<file path="src/rtl/msp_pkg.sv">
package msp_pkg;
  typedef enum logic {
    CLS_DATA = 1'b0,
    CLS_CODE = 1'b1
  } fill_cls_e;

  typedef enum logic {
    THR_P2P = 1'b0,
    THR_PF  = 1'b1
  } thr_sel_e;
endpackage

</file>
<file path="src/rtl/msp_history.sv">
module msp_history #(
  parameter int HIST_LEN = 64,
  localparam int CNT_W = $clog2(HIST_LEN + 1)
) (
  input  logic             clk_i,
  input  logic             rst_ni,
  input  logic             push_i,
  input  logic             bit_i,
  output logic [CNT_W-1:0] c2c_cnt_o
);
  logic [HIST_LEN-1:0] hist_q;
  logic [CNT_W-1:0]    cnt_q;
  logic                old_bit;

  assign old_bit = hist_q[HIST_LEN-1];

  always_ff @(posedge clk_i or negedge rst_ni) begin
    if (!rst_ni) begin
      hist_q <= '0;
      cnt_q  <= '0;
    end else if (push_i) begin
      hist_q <= {hist_q[HIST_LEN-2:0], bit_i};
      // incremental update from the entering and leaving bits
      cnt_q  <= cnt_q + {{(CNT_W-1){1'b0}}, bit_i} - {{(CNT_W-1){1'b0}}, old_bit};
    end
  end

  assign c2c_cnt_o = cnt_q;

  assert_cnt_matches_window_R2: assert property (@(posedge clk_i) disable iff (!rst_ni)
    32'(cnt_q) == $countones(hist_q));
  assert_cnt_bounded_R2: assert property (@(posedge clk_i) disable iff (!rst_ni)
    32'(cnt_q) <= HIST_LEN);
  assert_hold_without_fill_R3: assert property (@(posedge clk_i) disable iff (!rst_ni)
    !push_i |=> $stable(hist_q));
endmodule

</file>
<file path="src/rtl/msp_thresholds.sv">
module msp_thresholds #(
  parameter int CNT_W       = 7,
  parameter int P2P_THR_RST = 32,
  parameter int PF_THR_RST  = 40
) (
  input  logic             clk_i,
  input  logic             rst_ni,
  input  logic             we_i,
  input  logic             sel_i,
  input  logic [CNT_W-1:0] data_i,
  output logic [CNT_W-1:0] p2p_thr_o,
  output logic [CNT_W-1:0] pf_thr_o
);
  import msp_pkg::*;

  logic [CNT_W-1:0] p2p_q, pf_q;

  always_ff @(posedge clk_i or negedge rst_ni) begin
    if (!rst_ni) begin
      p2p_q <= CNT_W'(P2P_THR_RST);
      pf_q  <= CNT_W'(PF_THR_RST);
    end else if (we_i) begin
      if (thr_sel_e'(sel_i) == THR_P2P) p2p_q <= data_i;
      else                              pf_q  <= data_i;
    end
  end

  assign p2p_thr_o = p2p_q;
  assign pf_thr_o  = pf_q;

  assert_p2p_thr_held_R7: assert property (@(posedge clk_i) disable iff (!rst_ni)
    !(we_i && !sel_i) |=> $stable(p2p_q));
  assert_pf_thr_held_R7: assert property (@(posedge clk_i) disable iff (!rst_ni)
    !(we_i && sel_i) |=> $stable(pf_q));
endmodule

</file>
<file path="src/rtl/msp_decide.sv">
module msp_decide #(
  parameter int HIST_LEN = 64,
  parameter int CNT_W    = 7
) (
  input  logic             valid_i,
  input  logic [CNT_W-1:0] c2c_cnt_i,
  input  logic [CNT_W-1:0] p2p_thr_i,
  input  logic [CNT_W-1:0] pf_thr_i,
  output logic             p2p_o,
  output logic             pf_en_o
);
  logic [CNT_W-1:0] mem_cnt;

  always_comb begin
    mem_cnt = CNT_W'(HIST_LEN) - c2c_cnt_i;
    p2p_o   = valid_i && (c2c_cnt_i >= p2p_thr_i);
    pf_en_o = valid_i && (mem_cnt >= pf_thr_i);
  end
endmodule

</file>
<file path="src/rtl/miss_src_predictor.sv">
module miss_src_predictor #(
  parameter int HIST_LEN    = 64,
  parameter int P2P_THR_RST = 32,
  parameter int PF_THR_RST  = 40,
  localparam int CNT_W      = $clog2(HIST_LEN + 1),
  localparam int N_CLS      = 2
) (
  input  logic             clk_i,
  input  logic             rst_ni,
  input  logic             fill_valid_i,
  input  logic             fill_is_code_i,
  input  logic             fill_from_cache_i,
  input  logic             lkp_valid_i,
  input  logic             lkp_is_code_i,
  input  logic             cfg_we_i,
  input  logic             cfg_sel_i,
  input  logic [CNT_W-1:0] cfg_data_i,
  output logic             lkp_p2p_o,
  output logic             lkp_pf_en_o
);
  import msp_pkg::*;

  logic [CNT_W-1:0] c2c_cnt [N_CLS];
  logic [CNT_W-1:0] p2p_thr, pf_thr, sel_cnt;

  for (genvar g = 0; g < N_CLS; g++) begin : g_cls
    msp_history #(.HIST_LEN(HIST_LEN)) u_hist (
      .clk_i     (clk_i),
      .rst_ni    (rst_ni),
      .push_i    (fill_valid_i && (fill_is_code_i == g[0])),
      .bit_i     (fill_from_cache_i),
      .c2c_cnt_o (c2c_cnt[g])
    );
  end

  msp_thresholds #(
    .CNT_W(CNT_W), .P2P_THR_RST(P2P_THR_RST), .PF_THR_RST(PF_THR_RST)
  ) u_thr (
    .clk_i     (clk_i),
    .rst_ni    (rst_ni),
    .we_i      (cfg_we_i),
    .sel_i     (cfg_sel_i),
    .data_i    (cfg_data_i),
    .p2p_thr_o (p2p_thr),
    .pf_thr_o  (pf_thr)
  );

  assign sel_cnt = (fill_cls_e'(lkp_is_code_i) == CLS_CODE) ? c2c_cnt[1] : c2c_cnt[0];

  msp_decide #(.HIST_LEN(HIST_LEN), .CNT_W(CNT_W)) u_dec (
    .valid_i   (lkp_valid_i),
    .c2c_cnt_i (sel_cnt),
    .p2p_thr_i (p2p_thr),
    .pf_thr_i  (pf_thr),
    .p2p_o     (lkp_p2p_o),
    .pf_en_o   (lkp_pf_en_o)
  );

  assert_idle_outputs_low_R8: assert property (@(posedge clk_i) disable iff (!rst_ni)
    !lkp_valid_i |-> !lkp_p2p_o && !lkp_pf_en_o);
  assert_data_fill_keeps_code_R3: assert property (@(posedge clk_i) disable iff (!rst_ni)
    !(fill_valid_i && fill_is_code_i) |=> $stable(c2c_cnt[1]));
  assert_code_fill_keeps_data_R3: assert property (@(posedge clk_i) disable iff (!rst_ni)
    !(fill_valid_i && !fill_is_code_i) |=> $stable(c2c_cnt[0]));
  assert_cnt_step_R2: assert property (@(posedge clk_i) disable iff (!rst_ni)
    fill_valid_i && fill_from_cache_i && !fill_is_code_i |=>
      c2c_cnt[0] >= $past(c2c_cnt[0]));
endmodule

</file>
<file path="config.mk">
export PLATFORM = sky130hd
export DESIGN_NAME = miss_src_predictor
export DESIGN_NICKNAME = d
export VERILOG_FILES = /design/src/rtl/msp_pkg.sv /design/src/rtl/msp_history.sv /design/src/rtl/msp_thresholds.sv /design/src/rtl/msp_decide.sv /design/src/rtl/miss_src_predictor.sv
export SDC_FILE = /design/constraint.sdc
export NUM_CORES = 1
export LEC_CHECK = 0
export ABC_AREA = 1
export BUFFER_PORTS_ARGS = -buffer_cell sky130_fd_sc_hd__clkbuf_2
export CAP_MARGIN = 20
export CORE_ASPECT_RATIO = 0.5
export CORE_UTILIZATION = 40
export DETAILED_ROUTE_END_ITERATION = 12
export GPL_ROUTABILITY_DRIVEN = 1
export MAX_ROUTING_LAYER = met4
export PLACE_DENSITY_LB_ADDON = 0.3
export SETUP_SLACK_MARGIN = 0.1
export SYNTH_ARGS = -nofsm -noshare
export SYNTH_HDL_FRONTEND = slang
export SYNTH_SLANG_ARGS = --single-unit
</file>
<file path="constraint.sdc">
create_clock -name clk_i -period 1.9 [get_ports clk_i]
set_input_delay 0.095 -clock clk_i [delete_from_list [all_inputs] [get_ports clk_i]]
set_output_delay 0.095 -clock clk_i [all_outputs]
set_load 0.02 [all_outputs]
</file>
==> flow_summary_export.csv <==
group,metric,value,unit
cells_and_area,n_antenna_cell,0,
grt,use_met3,3.83,%
critical_path,critPathTopFamily,"adder cells",
die,num_io_pins,18,
timing,rsz0062_at_grt,"true",
detailed_routing,totalWireLength,13200,um
yosys,syn_nets,895,
place,place_area,7570,um^2
timing,max_clock_freq,0.411,GHz
yosys,synth-edff-count,0,
timing,fin_skew,0.00913,ns
cells_and_area,nets,951,
clocking,insertion_delay,0.42,ns
grt,grt.total_usage,16.5,%
die,core_region_area,16800,um^2
outcome,status,"finished, violations left",
grt,grt_max_degree,74,
die,start_util,41.8,%
critical_path,cp_num_buf_inv,2,
clocking,clockBufferDepth,2,
min_path,hp-start,"fill_from_cache_i",
grt,grt_pass1_vias,5220,
critical_path,path_class,"reg2out",
grt,grtUsageMet1,20.0,%
yosys,ys_ff_latch,156,
die,die_w,189,um
critical_path,slowest_delay,0.42,ns
critical_path,critPathMaxFanout,4,
place,place.port_buffers,17,
detailed_routing,via_per_inst,4.62,
detailed_routing,vias,5287,
clocking,numCtsBuffers,17,
power_and_ir_drop,power_density,1310,nW/um^2
yosys,syn_inst,848,
yosys,yosysSeqAreaShare,55.8,%
critical_path,reg2reg_from,"g_cls[0].u_hist.c2c_cnt_o[0]",
grt,overflow,0,
outcome,violations,"negative setup slack",
clocking,htreeDepth,4,
critical_path,endpoint_kind,"output port",
yosys,syn_area_per_cell,8.26,um^2
grt,antenna_found_initial,0,
grt,busiest_layer,"met2",
timing,tightest_slew,0.707,ns
critical_path,cp_slowest_cell,"dfrtp_1",
grt,met2_usage,27.9,%
detailed_routing,ant_nets,0,
critical_path,crit_required,1.80,ns
timing,fin_crit,2.43,ns
cells_and_area,drive_above_1_share,17.7,%
die,rows,33,
yosys,syn-cell-area,7010,um^2
place,gp_congestion,0.795,
flow_run,drv_cap,0,
yosys,synth_ff_type,"dfrtp_1",
critical_path,arrival,2.34,ns
power_and_ir_drop,p_leak,4.71,nW
timing,holdWs,0.0711,ns
cells_and_area,multiInputGateArea,2950,um^2
min_path,hold_class,"in2reg",
critical_path,path_cells,"o21ai_4, ha_4, nand2_2, xor2_1, ha_1, a21o_1, a21boi_1, nand3_1, nand2_1, inv_2, buf_4",
cells_and_area,design_area,8590,um^2
place,dpl.hpwl,8050,um
timing,setup_viol,3,
timing,relSlewSlack,52.9,%
power_and_ir_drop,irDropWorstVdd,0.742,mV
die,die_area,18100,um^2
timing,setup_ws,-0.534,ns
clocking,cts-root-buf,"clkbuf_16",
timing,drv_slew,0,
die,die_h,95.6,um
place,place_ws,-0.173,ns
detailed_routing,drt_pre_antenna_iters,4,
cells_and_area,register_area,3910,um^2
clocking,clk_pin_slew_worst_paths,0.07,ns
yosys,yosys_warnings,0,
detailed_routing,wl_per_cell,11.5,um
yosys,yosys.cell_types.count,24,
yosys,async_reset_ff_share,100,%
timing,hold_viol,0,
critical_path,cp-start-kind,"flop",
detailed_routing,drc,0,
cells_and_area,fillers,1514,
grt,grt_pass1_wl,23200,um
cells_and_area,syn_to_final_growth,22.5,%
timing,fin_crit_sh,128,%
detailed_routing,first_iter_violations,342,
clocking,clock_sinks,156,
clocking,cts_tree,"done",
critical_path,crit_path_start,"g_cls[0].u_hist.c2c_cnt_o[0]",
## state kept, by name (all words and copies together), names as in the netlist
register and flops:
g_cls.u_hist.c2c_cnt_o 14, g_cls.u_hist.hist_q 128, u_thr.p2p_thr_o 7, u_thr.pf_thr_o 7
## area by class of cell
cell class / count / area share (%)
clock buffer: 17 / 4.95
clock inverter: 15 / 1.95
inverter: 70 / 3.06
multi-input combinational: 590 / 34.4
sequential: 156 / 45.5
tap: 227 / 3.31
timing repair buffer: 69 / 6.81
## cell usage in the layout (no fill, tap or decap)
cell	n
nor2_2	3
inv_2	18
ha_4	12
a21o_1	2
nand3_2	5
clkbuf_2	14
nand4_1	5
o21ai_1	2
o22ai_1	4
nand2_1	445
a21boi_2	1
nand2_2	10
inv_6	4
nand3b_1	1
o21ai_0	26
buf_4	37
fa_2	2
dlygate4sd3_1	8
xor2_1	4
a21oi_2	2
ha_1	17
nand3_1	16
clkinv_2	1
inv_1	52
o21ai_4	3
nor2_1	9
clkinv_8	4
clkbuf_16	17
inv_8	4
or2_2	2
dfrtp_1	153
o22ai_2	1
a21oi_1	10
buf_12	5
buf_6	5
a21boi_1	1
nor2_4	2
clkinv_4	2
o21ai_2	5
dfstp_2	3
## tightest hold or removal path: cells and delay by family
family / cells / cell delay [ns]
buf+inv: 2 / 0.26
compound gates: 1 / 0.08
## cells by family (layout without fill, tap and decap cells)
| family | count (synthesis) | in the layout | synth area share, % |
|---|---|---|---|
| AO/OA/AOI/OAI | 57 | 57 | 4.62 |
| XOR/XNOR | 4 | 4 | 0.500 |
| adder cells (fa/ha/maj) | 31 | 31 | 5.75 |
| buffers and inverters | 102 | 171 | 5.91 |
| flip-flops | 156 | 156 | 55.8 |
| AND/OR/NAND/NOR | 498 | 498 | 27.5 |
## stage by stage
stage	std cells	TNS, ns	utilization [%]	total power, W
global route	1144	-1.33	51.2	0.0120
global placement	1094	-0.257	45.2	0.00702
floorplan	848	-0.0246	-	0.00614
CTS	1137	-1.05	49.9	0.0108
detailed placement	1094	-0.506	45.2	0.00714
finish	1144	-0.739	51.2	0.0112
## repair_timing
action / in CTS / in global routing
endpoints found under the hold margin: 61 / 0
setup buffers: 3 / 8
hold buffers: 8 / 0
setup endpoints to repair: 7 / 9
gates resized for setup: 28 / 40
pin swaps: 5 / 15
## cell usage after synthesis (4+ instances only)
cell / instances / area (um^2)
o22ai_1: 5 / 31.3
nor2_1: 12 / 45.0
inv_1: 68 / 255
a21oi_1: 12 / 60.1
o21ai_2: 6 / 52.6
dfrtp_1: 153 / 3830
nand3_1: 21 / 105
o21ai_0: 30 / 150
nand4_1: 5 / 31.3
ha_1: 29 / 363
xor2_1: 4 / 35.0
buf_2: 19 / 95.1
clkbuf_1: 12 / 45.0
nand2_1: 454 / 1700
## per-layer routing
layer | vias up | part of all wire, %
met2 | 44 | 47
met4 | 0 | 1.4
li1 | 2725 | -
met1 | 2498 | 50
met5 | - | 0
met3 | 20 | 2.3
## final timing paths
check                                               end  slack [ns]  cells past startpoint
max                                         lkp_pf_en_o       -0.53                     11
min                           g_cls[0].u_hist.hist_q[0]        0.07                      3
max reg2reg                g_cls[0].u_hist.c2c_cnt_o[6]       -0.02                     14
min reg2reg                  g_cls[1].u_hist.hist_q[23]        0.47                      2
max in group asynchronous            u_thr.p2p_thr_o[5]        1.08                      3
min in group asynchronous    g_cls[0].u_hist.hist_q[23]        0.18                      2
## report_power, final
group / internal [W] / leakage, nW / total, W / switching, W
registers: 0.00368 / 2.11 / 0.00390 / 0.000218
logic: 0.00183 / 2.31 / 0.00400 / 0.00216
clock network: 0.00177 / 0.292 / 0.00334 / 0.00157
total: 0.00728 / 4.71 / 0.0112 / 0.00396
(Power assumes the default switching activity.)
